File: src/rtl/ocp_sup_pkg.sv
package ocp_sup_pkg;
  typedef enum logic [1:0] {
    ST_ARMED = 2'd0,
    ST_OFF   = 2'd1,
    ST_PROBE = 2'd2
  } sup_state_e;
endpackage

File: src/rtl/ocp_persist.sv
// Persistence qualifier: counts consecutive ticks of over-current while armed.
module ocp_persist #(
  parameter int PERSIST_US = 440
) (
  input  logic clk,
  input  logic rst_n,
  input  logic tick,
  input  logic ovc,
  input  logic armed,
  output logic fault_evt
);
  localparam int CW = $clog2(PERSIST_US + 1);
  localparam logic [CW-1:0] LAST = CW'(PERSIST_US - 1);

  logic [CW-1:0] run_cnt;

  assign fault_evt = armed && ovc && tick && (run_cnt == LAST);

  always_ff @(posedge clk) begin
    if (!rst_n) begin
      run_cnt <= '0;
    end else if (!armed || !ovc || fault_evt) begin
      run_cnt <= '0;
    end else if (tick) begin
      run_cnt <= run_cnt + CW'(1);
    end
  end

  // the count never passes the limit
  p_cnt_bound_r2: assert property (@(posedge clk) disable iff (!rst_n)
    run_cnt < CW'(PERSIST_US));

  // without a tick the count is frozen or restarted, never advanced
  p_no_tick_hold_r4: assert property (@(posedge clk) disable iff (!rst_n)
    !tick |=> (run_cnt == $past(run_cnt)) || (run_cnt == '0));
endmodule

File: src/rtl/ocp_retry_sched.sv
// Fault state machine with the duty-cycled probe schedule.
module ocp_retry_sched
  import ocp_sup_pkg::*;
#(
  parameter int PERSIST_US = 440,
  parameter int PERIOD_US  = 26000
) (
  input  logic       clk,
  input  logic       rst_n,
  input  logic       tick,
  input  logic       ovc,
  input  logic       fault_evt,
  output sup_state_e state
);
  localparam int OFF_LEN = PERIOD_US - PERSIST_US;
  localparam int PW      = $clog2(PERIOD_US);
  localparam logic [PW-1:0] OFF_END  = PW'(OFF_LEN - 1);
  localparam logic [PW-1:0] SLOT_END = PW'(PERIOD_US - 1);

  logic [PW-1:0] phase;
  logic          seen;
  logic          probe_hit;
  logic          slot_done;

  assign probe_hit = seen | ovc;
  assign slot_done = tick && (phase == SLOT_END);

  always_ff @(posedge clk) begin
    if (!rst_n) begin
      state <= ST_ARMED;
      phase <= '0;
      seen  <= 1'b0;
    end else begin
      case (state)
        ST_ARMED: begin
          if (fault_evt) begin
            state <= ST_OFF;
            phase <= '0;
            seen  <= 1'b0;
          end
        end
        ST_OFF: begin
          if (tick) begin
            phase <= phase + PW'(1);
            if (phase == OFF_END) begin
              state <= ST_PROBE;
              seen  <= 1'b0;
            end
          end
        end
        ST_PROBE: begin
          if (slot_done) begin
            phase <= '0;
            seen  <= 1'b0;
            state <= probe_hit ? ST_OFF : ST_ARMED;
          end else begin
            seen <= probe_hit;
            if (tick) phase <= phase + PW'(1);
          end
        end
        default: begin
          state <= ST_ARMED;
          phase <= '0;
          seen  <= 1'b0;
        end
      endcase
    end
  end

  // a registered fault shuts the driver off at the next edge
  p_evt_shutdown_r3: assert property (@(posedge clk) disable iff (!rst_n)
    (state == ST_ARMED) && fault_evt |=> state == ST_OFF);

  // a probe with over-current returns to off
  p_probe_fail_r6: assert property (@(posedge clk) disable iff (!rst_n)
    (state == ST_PROBE) && slot_done && probe_hit |=> state == ST_OFF);

  // the off phase only leads into a probe window
  p_off_to_probe_r5: assert property (@(posedge clk) disable iff (!rst_n)
    state == ST_OFF |=> state != ST_ARMED);

  // the slot phase stays inside one period
  p_phase_range_r5: assert property (@(posedge clk) disable iff (!rst_n)
    phase < PW'(PERIOD_US));
endmodule

File: src/rtl/ocp_irq_latch.sv
// Sticky fault-interrupt bit; a set wins over a read in the same cycle.
module ocp_irq_latch (
  input  logic clk,
  input  logic rst_n,
  input  logic fault_evt,
  input  logic status_rd,
  output logic sticky
);
  always_ff @(posedge clk) begin
    if (!rst_n) begin
      sticky <= 1'b0;
    end else if (fault_evt) begin
      sticky <= 1'b1;
    end else if (status_rd) begin
      sticky <= 1'b0;
    end
  end

  p_evt_sets_r3: assert property (@(posedge clk) disable iff (!rst_n)
    fault_evt |=> sticky);

  p_hold_r8: assert property (@(posedge clk) disable iff (!rst_n)
    sticky && !status_rd |=> sticky);

  p_clear_r8: assert property (@(posedge clk) disable iff (!rst_n)
    status_rd && !fault_evt |=> !sticky);
endmodule

File: src/rtl/short_fault_supervisor.sv
module short_fault_supervisor
  import ocp_sup_pkg::*;
#(
  parameter int PERSIST_US = 440,
  parameter int PERIOD_US  = 26000
) (
  input  logic clk,
  input  logic rst_n,
  input  logic us_tick,
  input  logic ovc_flag,
  input  logic status_rd,
  output logic drv_en,
  output logic fault_live,
  output logic fault_sticky,
  output logic irq_n
);
  sup_state_e state;
  logic       fault_evt;
  logic       armed;

  assign armed = (state == ST_ARMED);

  ocp_persist #(.PERSIST_US(PERSIST_US)) u_persist (
    .clk       (clk),
    .rst_n     (rst_n),
    .tick      (us_tick),
    .ovc       (ovc_flag),
    .armed     (armed),
    .fault_evt (fault_evt)
  );

  ocp_retry_sched #(.PERSIST_US(PERSIST_US), .PERIOD_US(PERIOD_US)) u_sched (
    .clk       (clk),
    .rst_n     (rst_n),
    .tick      (us_tick),
    .ovc       (ovc_flag),
    .fault_evt (fault_evt),
    .state     (state)
  );

  ocp_irq_latch u_irq (
    .clk       (clk),
    .rst_n     (rst_n),
    .fault_evt (fault_evt),
    .status_rd (status_rd),
    .sticky    (fault_sticky)
  );

  assign drv_en     = (state != ST_OFF);
  assign fault_live = (state != ST_ARMED);
  assign irq_n      = ~fault_sticky;

  // the driver is off only while a fault is live
  p_off_needs_fault_r7: assert property (@(posedge clk) disable iff (!rst_n)
    !fault_live |-> drv_en);

  // a new fault always raises the sticky bit with it
  p_rise_sticky_r3: assert property (@(posedge clk) disable iff (!rst_n)
    $rose(fault_live) |-> fault_sticky && !irq_n);

  // a read leaves the live fault bit alone
  p_read_live_r8: assert property (@(posedge clk) disable iff (!rst_n)
    status_rd && fault_live && !drv_en |=> fault_live);
endmodule

File: config.mk
export PLATFORM = sky130hd
export DESIGN_NAME = short_fault_supervisor
export DESIGN_NICKNAME = d
export VERILOG_FILES = /design/src/rtl/ocp_sup_pkg.sv /design/src/rtl/ocp_persist.sv /design/src/rtl/ocp_retry_sched.sv /design/src/rtl/ocp_irq_latch.sv /design/src/rtl/short_fault_supervisor.sv
export SDC_FILE = /design/constraint.sdc
export NUM_CORES = 1
export LEC_CHECK = 0
export BUFFER_PORTS_ARGS = -buffer_cell sky130_fd_sc_hd__buf_2
export CORE_MARGIN = 2
export CORE_UTILIZATION = 63
export DETAILED_ROUTE_END_ITERATION = 8
export PLACE_DENSITY = 0.9
export SYNTH_ARGS = -nofsm -noshare
export SYNTH_HDL_FRONTEND = slang
export SYNTH_SLANG_ARGS = --single-unit
File: constraint.sdc
create_clock -name clk -period 3.52 [get_ports clk]
set_input_delay 0.176 -clock clk [delete_from_list [all_inputs] [get_ports clk]]
set_output_delay 0.176 -clock clk [all_outputs]
set_load 0.02 [all_outputs]
==> flow_summary.ini, run 1 <==
[grt]
use_met3_pct = 5.429
overflow = 0
antenna_found_initial = 0
globalRoute.busiestLayer = met2
first_global_vias = 1223
met2_usage_pct = 43.33
grt_pass1_wl_um = 5050
grt_usage_pct = 24.58
grt_max_degree = 18
grtUsageMet1_pct = 28.29

[clock_tree]
clk_path_buf_depth = 2
clkLatencyLatePin_ns = 0.32
clkSinkCount = 28
cts_setup_buffers = 0
cts_made_buffers = 3
cts.clk_slew.worst_paths_ns = 0.14
cts_resized = 0
tritoncts = done
htreeDepth = 1
hold_buffers = 0
cts_root_buf = clkbuf_4

[critical_path]
critPathLaunchType = flip-flop
crit_arrival_ns = 2.29
path_class = flip-flop to flip-flop
required_ns = 3.74
worst_setup_path_end_kind = flip-flop
regToRegStartpoint = u_sched.phase[0]
cp_max_fo = 10
crit_start = u_sched.phase[0]

[detailed_routing]
vias = 1271
drcViolationCount = 0
final_antenna_net_count = 0
avgViaCountPerCell = 6.052
routedWlPerCell_um = 14.08
drt-total-wl_um = 2957
drt_first_pass_iters = 4
first_iter_violations = 37

[synth]
synth_seq_cells = 28
muxShareOfSynthArea_pct = 0.6728
yosysWarnings = 0
synth_top_family_by_area = simple AND/OR/NAND/NOR gates
synth-simple-area-share_pct = 30.36
postSynthCellCount = 173
ys_top_cells_by_area = dfxtp_1 38%, xnor2_1 7.7%, nor2_1 6.1%, nand2_1 5.3%, ha_1 5.0%
synth_area_um2 = 1488
synth-seq-area-share_pct = 37.68
synth_top_cell_by_area = dfxtp_1
synthFlopType = dfxtp_1
async_flop_share_pct = 0
synth-edff-count = 0
synthAdderAreaFrac_pct = 5.046
synthXorXnorAreaFrac_pct = 10.60
netlist-cell-type-count = 44
synth.top_cell.area_share_pct = 37.68
synth_fp_nets = 184
syn_area_per_cell_um2 = 8.599
synth-compound-area-share_pct = 12.87

[floorplan]
die_y_um = 52.60
die_w_um = 52.60
io_pins = 9
start_util_pct = 67.25
core_area_um2 = 2212
die-area_um2 = 2766
rows = 17

[sta]
rsz0062_at_grt = no
fin_skew_ns = 0.002695
max_freq_ghz = 0.4845
worstMarginPinSlew_ns = 0.4231
max_slew_margin_pct = 71.42
final-hold-violation-count = 0
final-setup-viol-count = 0
setup_tns_ns = 0
slew_violations = 0
worst_hold_slack_ns = 0.1629
min_period_ns = 2.064
min_period_over_period_pct = 58.64

[power]
ir_drop_v = 0.0002876
p_per_area_nw_per_um2 = 415.4
leakagePower_nw = 0.5256
finalPower_mw = 0.6596

[hold_path]
min_path_type = input pin to flip-flop
hp-start = status_rd

[placement]
portBuffers = 8
hpwlAfterDp_um = 2180
dpl.cell_count = 206
place.gp.congestion = 0.8474

[finish]
fin_cells = 210
nets = 194
insertedDiodeCount = 0
syn_to_final_growth_pct = 6.728
num-fill-cells = 155
drive_above_1_share_pct = 11.54

[run]
drv_cap = 0

[status]
outcome = completed
## final timing paths
kind,to,slack (ns),cells after the start
worst max-delay path,u_sched.phase[5],1.46,6
worst min-delay path,u_irq.sticky,0.16,3
worst max register to register,u_sched.phase[5],1.46,6
worst min register to register,u_sched.seen,0.52,2
## synthesized netlist by cell type, types with 2 or more instances
master,instances
dfxtp_1,28
nor2_1,24
nand2_1,21
xnor2_1,13
nand4_1,8
nand3_1,7
ha_1,6
inv_1,6
nor3_1,5
xor2_1,5
and2_1,4
and3_1,4
buf_2,3
o21ai_0,3
a31oi_1,2
a32oi_1,2
nor2b_1,2
nor4_1,2
o22ai_1,2
o31ai_1,2
## worst max-delay path: stages, from the launching register on
cell	delay (ns)
dfxtp_1	0.43
ha_1	0.33
nand4_1	0.22
o41ai_4	0.44
a21oi_2	0.19
a21oi_4	0.27
nor2_1	0.09
## layout make-up
type                       instances  area, µm²  share of cell area, %
clock buffer                       4      36.28                  2.285
inverter                           6      22.52                  1.418
multi-input combinational        135      885.9                  55.79
sequential                        28      560.5                  35.30
tap                               28      35.03                  2.206
timing repair buffer               9      47.55                  2.994
## layout by cell type, fill, tap and decap left out, drive strengths merged, types with 3 or more instances in the layout
master / Yosys / routed
and3: 4 / 4
a21oi: 3 / 3
ha: 6 / 6
nand2: 21 / 21
clkbuf: 1 / 4
nand3: 7 / 7
inv: 6 / 6
nor3: 5 / 5
and2: 4 / 4
xor2: 5 / 5
o21ai: 3 / 3
nor2: 24 / 24
buf: 3 / 9
nand4: 8 / 8
dfxtp: 28 / 28
xnor2: 13 / 13
## logic make-up after synthesis
family,Yosys count
simple gates,88
buf+inv,10
xor+xnor,18
mux,1
flops,28
fa+ha+maj,6
compound gates,22
## metal layers
| layer | wire [µm] | up-vias |
|---|---|---|
| met2 | 1415 | 44 |
| met1 | 1355 | 595 |
| li1 | - | 628 |
| met5 | 0 | - |
| met4 | 21 | 0 |
| met3 | 164 | 4 |
## sequential cells by signal, summed over array words and instances (netlist names)
| signal | count |
|---|---|
| u_irq.sticky | 1 |
| u_persist.run_cnt | 9 |
| u_sched.phase | 15 |
| u_sched.seen | 1 |
| u_sched.state | 2 |
## power breakdown
group / total, mW / switching (mW) / internal [mW]
registers: 0.348 / 0.0149 / 0.333
clock network: 0.153 / 0.0899 / 0.0632
logic: 0.159 / 0.0996 / 0.0591
total: 0.660 / 0.204 / 0.455
## stage by stage
step	worst slack [ns]	util (%)	area [µm²]
floorplan	1.681	-	1488
global placement	1.555	70.14	1551
detailed placement	1.492	70.14	1551
CTS	1.464	71.78	1588
global route	1.298	71.78	1588
finish	1.456	71.78	1588
(Power assumes the default switching activity.)
==> inputs of run 2 (changes only) <==
--- a/config.mk
+++ b/config.mk
@@ -5,11 +5,12 @@
 export SDC_FILE = /design/constraint.sdc
 export NUM_CORES = 1
 export LEC_CHECK = 0
+export ABC_AREA = 1
 export BUFFER_PORTS_ARGS = -buffer_cell sky130_fd_sc_hd__buf_2
 export CORE_MARGIN = 2
-export CORE_UTILIZATION = 63
+export CORE_UTILIZATION = 60
 export DETAILED_ROUTE_END_ITERATION = 8
-export PLACE_DENSITY = 0.9
+export PLACE_DENSITY = 0.87
 export SYNTH_ARGS = -nofsm -noshare
 export SYNTH_HDL_FRONTEND = slang
 export SYNTH_SLANG_ARGS = --single-unit
==> constraint.sdc (replaced) <==
create_clock -name clk -period 1.9 [get_ports clk]
set_input_delay 0.095 -clock clk [delete_from_list [all_inputs] [get_ports clk]]
set_output_delay 0.095 -clock clk [all_outputs]
set_load 0.02 [all_outputs]
==> run 2 against run 1 <==
Effect of this change: design area up 10%; global-route usage down 3.1 points; first-iteration DRC count up 140%; sequential share of layout area down 3.3 points; critical path depth up 4; clock skew up 0.0096 ns; critical endpoint is now u_sched.phase[1]; wire length up 4.6%; utilization down 2.4 points.
==> flow_summary.ini, run 2 <==
[finish]
num-fill-cells = 224
syn_to_final_growth_pct = 8.450
drive_above_1_share_pct = 9.163
regMostFlops = u_sched.phase
fin_cells = 281
final_common_cell = nand2_1
reg_top3 = u_sched.phase (15), u_persist.run_cnt (9), u_sched.state (2)
largest_reg_flops = 15
insertedDiodeCount = 0
nets = 263
finalInstanceArea_um2 = 1750
layout_common_cells = 51 x nand2_1, 34 x nor2_1, 33 x inv_1
post-route-util_pct = 69.39

[grt]
antenna_found_initial = 0
grt_usage_pct = 21.47
overflow = 0
grt_pass1_wl_um = 5382
first_global_vias = 1340
grt_max_degree = 18

[critical_path]
worst_setup_path_end_kind = flip-flop
required_ns = 2.17
regToRegSetupSlack_ns = 0.18
critPathLaunchType = flip-flop
crit_arrival_ns = 1.98
path_class = flip-flop to flip-flop
cp_max_fo = 17

[detailed_routing]
drcViolationCount = 0
avgViaCountPerCell = 5.331
vias = 1498
routedWlPerCell_um = 11.01
drt-total-wl_um = 3093
drt_first_pass_iters = 4
first_iter_violations = 88
final_antenna_net_count = 0

[placement]
place.gp.congestion = 0.8877
place_area_um2 = 1679
portBuffers = 8
dpl.cell_count = 276
hpwlAfterDp_um = 2348
pre_cts_ws_ns = 0.2189

[sta]
final-setup-viol-count = 0
max_slew_margin_pct = 72.32
max_freq_ghz = 0.5827
setup_tns_ns = 0
min_period_over_period_pct = 90.32
worst_hold_slack_ns = 0.04294
rsz0062_at_grt = no
final-hold-violation-count = 0
min_period_ns = 1.716
fin_skew_ns = 0.01234
slew_violations = 0
postLayoutSetupSlackWorst_ns = 0.1840
worstMarginPinSlew_ns = 0.4137

[floorplan]
die-area_um2 = 3121
io_pins = 9
die_w_um = 55.87
die_y_um = 55.87
start_util_pct = 63.99
core_area_um2 = 2522
rows = 18

[synth]
synth_top_cell_by_area = dfxtp_1
ys_top_cells_by_area = dfxtp_1 35%, nand2_1 12%, nand3_1 8.7%, nor2_1 7.9%, inv_1 7.7%
yosysWarnings = 0
async_flop_share_pct = 0
synth-seq-area-share_pct = 34.73
synthXorXnorAreaFrac_pct = 4.341
yosys-top-cells-count = 51 x nand2_1, 34 x nor2_1, 33 x inv_1
synth_area_um2 = 1614
syn_area_per_cell_um2 = 6.753
synth-edff-count = 0
synth_seq_cells = 28
synth_fp_nets = 250
synth.top_cell.area_share_pct = 34.73
netlist-cell-type-count = 26
synthFlopType = dfxtp_1
synth-simple-area-share_pct = 37.98
synthAdderAreaFrac_pct = 4.651
postSynthCellCount = 239
muxShareOfSynthArea_pct = 1.318
synth_top_family_by_area = simple AND/OR/NAND/NOR gates
synth.most_common_cell = nand2_1
synth-compound-area-share_pct = 7.829

[clock_tree]
cts.clk_slew.worst_paths_ns = 0.16
tritoncts = done
htreeDepth = 1
cts_made_buffers = 3
cts_root_buf = clkbuf_4
clkLatencyLatePin_ns = 0.34
clk_path_buf_depth = 2
clkSinkCount = 28

[power]
finalPower_mw = 1.417
leakagePower_nw = 0.6917
p_per_area_nw_per_um2 = 809.7
ir_drop_v = 0.0007873

[run]
drv_cap = 0

[hold_path]
min_path_type = input pin to flip-flop

[status]
outcome = completed
run 2: changes by cell type in the layout (fill, tap and decap cells not counted), moves of 3 or more:
cell / previous run / this run
inv_1: 6 / 33
nor2_1: 24 / 34
and3_1: 4 / 0
xor2_1: 5 / 8
and2_1: 4 / 0
xnor2_1: 13 / 0
nand3_1: 7 / 28
nand2_1: 21 / 51
a21oi_1: 1 / 13
run 2: layout make-up:
| class | instances | area, µm² | share of cell area (%) |
|---|---|---|---|
| timing repair buffer | 10 | 57.56 | 3.288 |
| inverter | 34 | 127.6 | 7.291 |
| tap | 30 | 37.54 | 2.144 |
| clock inverter | 1 | 30.03 | 1.716 |
| multi-input combinational | 175 | 914.6 | 52.25 |
| clock buffer | 3 | 22.52 | 1.287 |
| sequential | 28 | 560.5 | 32.02 |
run 2: cells by family (layout without fill, tap and decap cells):
family,count (synthesis),count (layout)
adders and majority gates,6,6
buffers and inverters,36,48
and+or+nand+nor,136,136
xor gates and xnor gates,8,8
AOI/OAI and AO/OA,23,23
muxes,2,2
DFF,28,28
run 2: timing repair:
| item | in CTS | in global routing |
|---|---|---|
| hold buffers | 1 | 0 |
| setup buffers | 0 | 0 |
| setup endpoints to repair | 0 | 2 |
| gates resized for setup | 0 | 1 |
| hold endpoints to repair | 1 | 0 |
run 2: worst max-delay path: stages, from the launching register on:
cell	delay [ns]
dfxtp_1	0.36
inv_1	0.10
ha_1	0.18
nand2_1	0.09
nor2_1	0.13
nand3_2	0.16
nand2_8	0.16
inv_2	0.10
nor2_4	0.14
nand3_1	0.09
a21oi_1	0.14
run 2: layer usage:
| layer | track usage (%) | part of all wire (%) |
|---|---|---|
| met4 | 12.24 | 2.7 |
| met2 | 34.35 | 45 |
| met1 | 27.41 | 48 |
| met3 | 3.488 | 4.1 |
| met5 | 0 | 0 |
run 2: final timing paths:
path                         start               end  depth (start not counted)
setup reg to reg  u_sched.state[0]  u_sched.phase[1]                         10
setup / recovery  u_sched.state[0]  u_sched.phase[1]                         10
hold reg to reg       u_sched.seen      u_sched.seen                          2
hold / removal               rst_n  u_sched.state[0]                          3
run 2: report_power, final:
group          total (mW)  leakage [nW]  internal (mW)  switching [mW]
registers           0.633         0.226          0.612          0.0204
clock network       0.392        0.0279          0.214           0.178
logic               0.393         0.438          0.125           0.267
total                1.42         0.692          0.951           0.466
==> inputs of run 3 (changes only) <==
==> constraint.sdc (replaced) <==
create_clock -name clk -period 1.62 [get_ports clk]
set_input_delay 0.081 -clock clk [delete_from_list [all_inputs] [get_ports clk]]
set_output_delay 0.081 -clock clk [all_outputs]
set_load 0.02 [all_outputs]
==> run 3 against run 2 <==
Effect of this change: die area did not move; total power rose by 33%; wire length rose by 25%; first-iteration DRC count rose by 4.5%; count of clock-buffer cells in the layout did not move; combinational power rose by 68%; register-to-register slack got worse by 0.14 ns; cell count rose by 5.0%; largest cell class unchanged; highest routed layer unchanged.
==> flow_summary.ini, run 3 (same netlist as run 2, synthesis figures left out) <==
[status]
outcome = completed

[clock_tree]
clkLatencyLatePin_ns = 0.33
clkSinkCount = 28
tritoncts = done
cts.clk_slew.worst_paths_ns = 0.16
htreeDepth = 1
cts_root_buf = clkbuf_4
clk_path_buf_depth = 2
cts_made_buffers = 3
hold_buffers = 0

[placement]
place.gp.congestion = 0.9331
dpl.cell_count = 285
portBuffers = 8
hpwlAfterDp_um = 2598
place_area_um2 = 1747

[finish]
finalInstanceArea_um2 = 1969
syn_to_final_growth_pct = 22.02
regMostFlops = u_sched.phase
reg_top3 = u_sched.phase (15), u_persist.run_cnt (9), u_sched.state (2)
num-fill-cells = 178
multi_input_area_um2 = 1023
drive_above_1_share_pct = 24.53
nets = 277
fin_cells = 295
insertedDiodeCount = 0
largest_reg_flops = 15
layout_common_cells = 46 x nand2_1, 31 x inv_1, 30 x nor2_1
final_common_cell = nand2_1
ff_latch_area_um2 = 573.1

[detailed_routing]
first_iter_violations = 92
final_antenna_net_count = 0
vias = 1649
routedWlPerCell_um = 13.14
avgViaCountPerCell = 5.590
drcViolationCount = 0
drt-total-wl_um = 3876
drt_first_pass_iters = 5

[grt]
grt_max_degree = 17
overflow = 0
grt_pass1_wl_um = 5982
antenna_found_initial = 0
first_global_vias = 1404
grt_usage_pct = 23.72

[floorplan]
rows = 18
die_w_um = 55.87
core_area_um2 = 2522
die-area_um2 = 3121
die_y_um = 55.87
io_pins = 9
start_util_pct = 63.99

[sta]
fin_skew_ns = 0.006049
min_period_ns = 1.573
worstMarginPinSlew_ns = 0.3380
setup_tns_ns = 0
min_period_over_period_pct = 97.11
final-hold-violation-count = 0
final-setup-viol-count = 0
max_slew_margin_pct = 77.45
slew_violations = 0
max_freq_ghz = 0.6356

[critical_path]
worst_setup_path_end_kind = flip-flop
critPathTopFamily = simple AND/OR/NAND/NOR gates
crit_buf_inv = 1
reg2reg_to = u_sched.phase[8]
required_ns = 1.90
crit_top_cell = nand2_4
cp_max_fo = 5
slowest_delay_ns = 0.36
ff2ff_path_depth = 10
crit_path_top_delay_cell = dfxtp_2
path_cells = inv_2 > ha_4 > nand2_4 > nor2_4 > nand3_4 > nand2_4 > nand3_1 > o21bai_1 > nand2_1 > nor2_1
critPathLaunchType = flip-flop
regToRegStartpoint = u_sched.state[0]
regToRegSetupSlack_ns = 0.05
path_class = flip-flop to flip-flop
crit_arrival_ns = 1.85

[hold_path]
holdPathStages = 3
hp-start = status_rd
worstHoldEndpoint = u_irq.sticky
min_path_type = input pin to flip-flop

[power]
power.switching_mw = 0.6459
leakagePower_nw = 0.7736
p_comb_share_pct = 35.1
pwr-share-seq_pct = 40.2
clkPwrFrac_pct = 24.7
p_per_area_nw_per_um2 = 956.8
swShare_pct = 34.28
p_int_mw = 1.238
ir_drop_v = 0.0008702

[run]
drv_cap = 0
run 3: how the worst max path moves through the flow:
stage | startpoint | end | slack [ns] | depth (start not counted)
global route | u_sched.state[0] | u_sched.phase[8] | -0.09 | 10
floorplan | u_sched.state[0] | u_sched.phase[4] | 0.07 | 10
global placement | u_sched.phase[0] | u_sched.phase[0] | 0.04 | 10
detailed placement | u_sched.state[0] | u_sched.phase[4] | -0.0006 | 10
finish | u_sched.state[0] | u_sched.phase[8] | 0.05 | 10
CTS | u_sched.state[0] | u_sched.phase[4] | 0.001 | 10
run 3: power by group through the flow:
| stage | Combinational (mW) | Clock [mW] | Sequential (mW) |
|---|---|---|---|
| after floorplan | 0.358 | 0 | 0.753 |
| after global placement | 0.488 | 0 | 0.756 |
| after detailed placement | 0.496 | 0 | 0.758 |
| after CTS | 0.536 | 0.475 | 0.746 |
| after global routing | 0.718 | 0.492 | 0.761 |
| final | 0.662 | 0.465 | 0.757 |
run 3: repair_timing:
| action | 4_1_cts | 5_1_grt |
|---|---|---|
| gates cloned | 1 | 0 |
| gates resized for setup | 1 | 37 |
| pin swaps | 1 | 11 |
| setup buffers | 2 | 3 |
| endpoints found under the setup margin | 9 | 24 |
run 3: final cells by class:
class	instances	area share [%]
clock inverters	1	1.525
repair buffers	23	7.751
multi-input cells	176	51.97
flip-flops and latches	28	29.10
inverters	34	6.607
clock buffers	3	1.144
well taps	30	1.906
run 3: tightest hold or removal path, delay by kind of cell:
family                 cells  cell delay (ns)
AND/OR/NAND/NOR            1             0.11
buffers and inverters      1             0.08
AO/OA/AOI/OAI              1             0.06
run 3: stage by stage:
stage               hold WS [ns]  util [%]  setup slack [ns]  total power [mW]
CTS                     0.001212     72.22          0.001332             1.756
finish                   0.02124     78.08           0.04680             1.884
floorplan                 0.2023         -           0.06689             1.111
global placement          0.3672     69.25           0.03857             1.244
global route             0.01605     78.08          -0.09112             1.971
detailed placement        0.3785     69.25        -0.0006084             1.254
run 3: per-layer routing:
metal	up-vias	share of wire (%)	GRT usage, %
met4	0	3.1	7.143
met5	-	0	0
li1	819	-	-
met3	17	7.1	2.093
met1	736	42	31.24
met2	77	48	41.33
